[config.mk]
export PLATFORM = sky130hd
export DESIGN_NAME = gfx_write_path
export DESIGN_NICKNAME = d
export VERILOG_FILES = /design/src/rtl/gwp_pkg.sv /design/src/rtl/gwp_rst_sync.sv /design/src/rtl/gwp_decode.sv /design/src/rtl/gwp_regs.sv /design/src/rtl/gwp_enable.sv /design/src/rtl/gwp_outreg.sv /design/src/rtl/gfx_write_path.sv
export SDC_FILE = /design/constraint.sdc
export NUM_CORES = 1
export LEC_CHECK = 0
export BUFFER_PORTS_ARGS = -buffer_cell sky130_fd_sc_hd__buf_2
export CORE_MARGIN = 2
export CORE_UTILIZATION = 52
export DETAILED_ROUTE_END_ITERATION = 10
export GPL_TIMING_DRIVEN = 0
export PLACE_DENSITY = 0.8
export SETUP_SLACK_MARGIN = 0.02
export SYNTH_ARGS = -nofsm -noshare
export SYNTH_HDL_FRONTEND = slang
export SYNTH_SLANG_ARGS = --single-unit
[constraint.sdc]
create_clock -name clk -period 14.2 [get_ports clk]
set_input_delay 2.13 -clock clk [delete_from_list [all_inputs] [get_ports clk]]
set_output_delay 2.13 -clock clk [all_outputs]
set_load 0.01 [all_outputs]
[src/rtl/gwp_pkg.sv]
package gwp_pkg;
  typedef enum logic [1:0] {
    CMD_IDLE  = 2'd0,
    CMD_WRITE = 2'd1,
    CMD_MODE  = 2'd2,
    CMD_RSVD  = 2'd3
  } gwp_cmd_e;

  typedef struct packed {
    logic wr;
    logic blk;
    logic ld_mask;
    logic ld_color;
  } gwp_op_t;
endpackage

[src/rtl/gwp_rst_sync.sv]
module gwp_rst_sync #(
  parameter int STAGES = 2
) (
  input  logic clk,
  input  logic rst_n,
  output logic rst_sync_n
);
  logic [STAGES-1:0] sync_q;

  always_ff @(posedge clk or negedge rst_n) begin
    if (!rst_n) sync_q <= '0;
    else        sync_q <= {sync_q[STAGES-2:0], 1'b1};
  end

  assign rst_sync_n = sync_q[STAGES-1];
endmodule

[src/rtl/gwp_decode.sv]
module gwp_decode
  import gwp_pkg::*;
(
  input  logic [1:0] cmd,
  input  logic       special,
  input  logic       sel_color,
  output gwp_op_t    op
);
  gwp_cmd_e cmd_e;

  always_comb begin
    cmd_e       = gwp_cmd_e'(cmd);
    op          = '0;
    op.wr       = (cmd_e == CMD_WRITE);
    op.blk      = (cmd_e == CMD_WRITE) && special;
    op.ld_mask  = (cmd_e == CMD_MODE) && special && !sel_color;
    op.ld_color = (cmd_e == CMD_MODE) && special && sel_color;
  end
endmodule

[src/rtl/gwp_regs.sv]
module gwp_regs #(
  parameter int DATA_W = 32
) (
  input  logic              clk,
  input  logic              rst_n,
  input  logic              ld_mask,
  input  logic              ld_color,
  input  logic [DATA_W-1:0] din,
  output logic [DATA_W-1:0] mask_q,
  output logic [DATA_W-1:0] color_q
);
  logic [DATA_W-1:0] mask_d;
  logic [DATA_W-1:0] color_d;

  always_comb begin
    mask_d  = mask_q;
    color_d = color_q;
    if (ld_mask)  mask_d  = din;
    if (ld_color) color_d = din;
  end

  always_ff @(posedge clk or negedge rst_n) begin
    if (!rst_n) begin
      mask_q  <= '1;
      color_q <= '0;
    end else begin
      mask_q  <= mask_d;
      color_q <= color_d;
    end
  end
endmodule

[src/rtl/gwp_enable.sv]
module gwp_enable #(
  parameter int DATA_W = 32,
  parameter int LANE_W = 8,
  parameter int NCOL   = 8,
  parameter int COL_W  = 9,
  localparam int NLANE  = DATA_W / LANE_W,
  localparam int CIDX_W = $clog2(NCOL)
) (
  input  logic                   wr,
  input  logic                   blk,
  input  logic [DATA_W-1:0]      mask,
  input  logic [DATA_W-1:0]      color,
  input  logic [DATA_W-1:0]      dq,
  input  logic [NLANE-1:0]       dqm,
  input  logic [COL_W-1:0]       col,
  output logic [NCOL*DATA_W-1:0] bit_en,
  output logic [NCOL-1:0]        col_we,
  output logic [DATA_W-1:0]      wdata,
  output logic [COL_W-1:0]       wcol
);
  logic [CIDX_W-1:0] slot;
  assign slot = col[CIDX_W-1:0];

  for (genvar c = 0; c < NCOL; c++) begin : g_col
    for (genvar b = 0; b < DATA_W; b++) begin : g_bit
      localparam int LN = b / LANE_W;
      logic pick;
      always_comb begin
        if (blk) pick = dq[LN*LANE_W + c];
        else     pick = (slot == CIDX_W'(c));
      end
      assign bit_en[c*DATA_W + b] = wr & mask[b] & ~dqm[LN] & pick;
    end
    assign col_we[c] = |bit_en[c*DATA_W +: DATA_W];
  end

  always_comb begin
    if (blk) begin
      wdata = color;
      wcol  = {col[COL_W-1:CIDX_W], {CIDX_W{1'b0}}};
    end else begin
      wdata = dq;
      wcol  = col;
    end
  end
endmodule

[src/rtl/gwp_outreg.sv]
module gwp_outreg #(
  parameter int DATA_W = 32,
  parameter int NCOL   = 8,
  parameter int COL_W  = 9
) (
  input  logic                   clk,
  input  logic                   rst_n,
  input  logic                   wr,
  input  logic                   blk,
  input  logic [COL_W-1:0]       wcol,
  input  logic [DATA_W-1:0]      wdata,
  input  logic [NCOL-1:0]        col_we,
  input  logic [NCOL*DATA_W-1:0] bit_en,
  output logic                   wr_valid_q,
  output logic                   wr_block_q,
  output logic [COL_W-1:0]       wr_col_q,
  output logic [DATA_W-1:0]      wr_data_q,
  output logic [NCOL-1:0]        col_we_q,
  output logic [NCOL*DATA_W-1:0] bit_en_q
);
  logic                   valid_d;
  logic                   block_d;
  logic [COL_W-1:0]       col_d;
  logic [DATA_W-1:0]      data_d;
  logic [NCOL-1:0]        we_d;
  logic [NCOL*DATA_W-1:0] en_d;

  always_comb begin
    valid_d = wr;
    block_d = wr & blk;
    col_d   = wr ? wcol  : '0;
    data_d  = wr ? wdata : '0;
    we_d    = col_we;
    en_d    = bit_en;
  end

  always_ff @(posedge clk or negedge rst_n) begin
    if (!rst_n) begin
      wr_valid_q <= 1'b0;
      wr_block_q <= 1'b0;
      wr_col_q   <= '0;
      wr_data_q  <= '0;
      col_we_q   <= '0;
      bit_en_q   <= '0;
    end else begin
      wr_valid_q <= valid_d;
      wr_block_q <= block_d;
      wr_col_q   <= col_d;
      wr_data_q  <= data_d;
      col_we_q   <= we_d;
      bit_en_q   <= en_d;
    end
  end
endmodule

[src/rtl/gfx_write_path.sv]
module gfx_write_path
  import gwp_pkg::*;
#(
  parameter int DATA_W = 32,
  parameter int LANE_W = 8,
  parameter int NCOL   = 8,
  parameter int COL_W  = 9,
  localparam int NLANE = DATA_W / LANE_W
) (
  input  logic                   clk,
  input  logic                   rst_n,
  input  logic [1:0]             cmd_i,
  input  logic                   special_i,
  input  logic [DATA_W-1:0]      dq_i,
  input  logic [NLANE-1:0]       dqm_i,
  input  logic [COL_W-1:0]       col_i,
  output logic                   wr_valid_o,
  output logic                   wr_block_o,
  output logic [COL_W-1:0]       wr_col_o,
  output logic [DATA_W-1:0]      wr_data_o,
  output logic [NCOL-1:0]        col_we_o,
  output logic [NCOL*DATA_W-1:0] bit_en_o
);
  logic                   rst_sync_n;
  gwp_op_t                op;
  logic [DATA_W-1:0]      mask_q;
  logic [DATA_W-1:0]      color_q;
  logic [NCOL*DATA_W-1:0] bit_en;
  logic [NCOL-1:0]        col_we;
  logic [DATA_W-1:0]      wdata;
  logic [COL_W-1:0]       wcol;

  gwp_rst_sync #(.STAGES(2)) u_rst (
    .clk        (clk),
    .rst_n      (rst_n),
    .rst_sync_n (rst_sync_n)
  );

  gwp_decode u_dec (
    .cmd       (cmd_i),
    .special   (special_i),
    .sel_color (col_i[0]),
    .op        (op)
  );

  gwp_regs #(.DATA_W(DATA_W)) u_regs (
    .clk      (clk),
    .rst_n    (rst_sync_n),
    .ld_mask  (op.ld_mask),
    .ld_color (op.ld_color),
    .din      (dq_i),
    .mask_q   (mask_q),
    .color_q  (color_q)
  );

  gwp_enable #(
    .DATA_W (DATA_W),
    .LANE_W (LANE_W),
    .NCOL   (NCOL),
    .COL_W  (COL_W)
  ) u_en (
    .wr     (op.wr),
    .blk    (op.blk),
    .mask   (mask_q),
    .color  (color_q),
    .dq     (dq_i),
    .dqm    (dqm_i),
    .col    (col_i),
    .bit_en (bit_en),
    .col_we (col_we),
    .wdata  (wdata),
    .wcol   (wcol)
  );

  gwp_outreg #(
    .DATA_W (DATA_W),
    .NCOL   (NCOL),
    .COL_W  (COL_W)
  ) u_out (
    .clk        (clk),
    .rst_n      (rst_sync_n),
    .wr         (op.wr),
    .blk        (op.blk),
    .wcol       (wcol),
    .wdata      (wdata),
    .col_we     (col_we),
    .bit_en     (bit_en),
    .wr_valid_q (wr_valid_o),
    .wr_block_q (wr_block_o),
    .wr_col_q   (wr_col_o),
    .wr_data_q  (wr_data_o),
    .col_we_q   (col_we_o),
    .bit_en_q   (bit_en_o)
  );
endmodule

==> out/metrics.yaml <==
status:
  status: "finished clean"
cells_and_area:
  syn_to_final_growth_pct: 28.3
  final_cells: 1715
  utilization: 0.675
  final_net_count: 1409
  drive_gt1_frac: 0.386
drt:
  finalWirelength_um: 34900
  vias: 8907
  dr.pass1.iters: 5
  drc: 0
  postRouteAntennaNets: 0
  wl_per_cell_um: 20.4
  drt-initial-drc-count: 598
  vias_per_cell: 5.19
synthesis:
  syn_nets: 1010
  synthTopCellsByArea: "dfrtp_1, nor2_1, dfstp_2, mux2_2, mux2i_1"
  netlist_top_cells_count: "dfrtp_1, nor2_1, mux2_2, nand2_1, o21ai_1"
  yosysUniqueCellTypes: 45
  synth_area_per_cell_um2: 13.2
  synth_flop_cell: "dfrtp_1"
  synth.most_common_cell: "dfrtp_1"
  syn_inst: 960
  netlist_area_um2: 12700
  yosysTopAreaCellShare: 0.673
  async_reset_ff_frac: 1.00
  synth-edff-count: 0
  synth_seq_cells: 373
  yosys_warnings: 0
  yosys.area.top_type: "dfrtp_1"
  synth.yosys.seq_area_share: 0.739
timing:
  fmax_mhz: 259
  final_hold_viol_count: 0
  min_period_ns: 3.86
  worst_pin_slew_ns: 1.11
  post-route-period-util: 0.272
  setup_slack_ns: 10.34
  rsz0062_at_grt: "false"
  slew_headroom: 0.256
  fin_skew_ns: 0.0170
  setup_viol_count_final: 0
  final_max_slew_viol_count: 0
placement:
  pre_cts_slack_ns: 9.77
  globalplace.congestion: 0.936
  io_buffers: 355
  dp.cells: 1644
  dp_hpwl_um: 24500
power:
  ir_worst_vdd_v: 0.0000920
  seqPwrFrac: 0.494
  power_mw: 2.38
  power_frac_clock: 0.422
  p_switching_mw: 0.556
  p_comb_frac: 0.084
  p_int_mw: 1.82
  power.leakage_nw: 8.68
  powerDensity_nw_per_um2: 146
  switching_share: 0.233
critical_path:
  cp_max_fo: 10
  cp_common_cell: "buf_2"
  critPathMaxStageDelay_ns: 0.59
  crit_chain: "buf_2, nand3b_4, buf_2, buf_2, o31ai_1, o21ai_1, o221ai_1"
  rr_endpoint: "u_out.col_we_q[7]"
  worstPathArrival_ns: 4.15
  critPathLaunchType: "primary input"
  worstReg2RegStart: "u_regs.mask_q[22]"
  path_delay_family: "compound AO/OA/AOI/OAI gates"
  crit_required_ns: 14.49
  path_class: "primary input to flop"
  end_kind: "flop"
  ff2ff_setup_slack_ns: 11.67
  cp_num_buf_inv: 3
  r2r_cells: 5
  startpoint: "cmd_i[1]"
  cp_slowest_cell: "o21ai_1"
worst_hold_path:
  hold_depth: 0
  hold_path_class: "flop to flop"
  hold_end: "u_rst.sync_q[1]"
  min_from: "u_rst.sync_q[0]"
clock_network:
  post_cts_buffers: 0
  clkTransAtPathRegs_ns: 0.06
  cts_resized: 0
  cts_root_buf: "clkbuf_16"
  numCtsBuffers: 37
  clock-sinks: 373
  h-tree-depth: 2
  clockBufferDepth: 3
  cts_tree: "built"
  worst_skew_pair.late_latency_ns: 0.52
  cts_hold_buffers: 0
global_routing:
  grt_max_degree: 77
  antenna_found_initial: 6
  overflow: 0
  grt_pass1_wl_um: 53100
  grt_util_all_layers: 0.275
  grt_pass1_vias: 9159
floorplan:
  num_io_pins: 357
  coreArea_um2: 24100
  die_x_um: 160
  die-area_um2: 25600
  initial_core_util: 0.526
  die_height_um: 160
  rows: 57
run:
  drv_cap: 0
## metrics by stage
stage	setup TNS, ns	instance area [µm²]	hold slack (ns)
floorplan	0	12700	0.331
global placement	-37.68	14900	0.340
detailed placement	0	15000	0.335
CTS	0	16300	0.348
global route	0	16300	0.371
finish	0	16300	0.347
## power by group through the flow
| stage | Clock, mW | Sequential [mW] | Combinational, mW |
|---|---|---|---|
| floorplan | 0 | 1.21 | 0.0998 |
| global placement | 0 | 1.21 | 0.174 |
| detailed placement | 0 | 1.19 | 0.201 |
| CTS | 1.02 | 1.18 | 0.201 |
| global route | 1.07 | 1.18 | 0.219 |
| finish | 1.00 | 1.18 | 0.199 |
## how the worst max path moves through the flow
| stage | endpoint | slack (ns) | cells past startpoint |
|---|---|---|---|
| after floorplan | u_out.bit_en_q[0] | 3.09 | 0 |
| after global placement | u_out.bit_en_q[0] | -0.15 | 0 |
| after detailed placement | u_out.col_we_q[7] | 9.77 | 7 |
| after CTS | u_out.col_we_q[7] | 10.33 | 7 |
| after global routing | u_out.col_we_q[7] | 10.25 | 7 |
| final | u_out.col_we_q[7] | 10.34 | 7 |
## layer usage
layer | GRT usage | up-vias | routed length [µm]
met5 | 0 | - | 23
met2 | 0.476 | 339 | 17900
met1 | 0.349 | 4505 | 13800
met3 | 0.0634 | 64 | 2370
li1 | - | 3995 | -
met4 | 0.0868 | 4 | 845
## state kept, by name (all words and copies together), names as in the netlist
name              flops
u_out.bit_en_q      256
u_out.col_we_q        8
u_out.wr_block_q      1
u_out.wr_col_q        9
u_out.wr_data_q      32
u_out.wr_valid_q      1
u_regs.color_q       32
u_regs.mask_q        32
u_rst.sync_q          2
## final cells by class
cell class	count	area, µm²
clock buffer	51	1050
inverter	8	30.0
tap	324	405
buffer	26	114
multi-input combinational	553	3160
antenna	4	10.0
fill	1826	7840
timing repair buffer	360	1910
clock inverter	16	216
sequential	373	9380
## cell families after synthesis
logic type,Yosys count,synth area share
multiplexers,95,0.0821
flip-flops,373,0.739
AO/OA/AOI/OAI,87,0.0475
other,1,0.000296
AND/OR/NAND/NOR,370,0.119
buffers and inverters,34,0.0114
## placed cells by master, fill, tap and decap left out, drive strengths merged, types with 2 or more instances in the layout
cell / netlist / routed
a21oi: 10 / 10
a22oi: 7 / 7
a32o: 7 / 7
and2: 8 / 8
buf: 15 / 375
bufinv: 0 / 5
clkbuf: 11 / 62
clkinv: 0 / 7
clkinvlp: 0 / 3
dfrtp: 341 / 341
dfstp: 32 / 32
diode: 0 / 4
inv: 8 / 9
mux2: 62 / 62
mux2i: 33 / 33
nand2: 47 / 47
nand2b: 2 / 2
nor2: 290 / 290
nor3: 5 / 5
nor3b: 4 / 4
nor4: 5 / 5
o21ai: 37 / 37
o221ai: 8 / 8
o22ai: 2 / 2
o31ai: 9 / 9
or4: 3 / 3
No activity file was read; power rests on OpenSTA's default activity.
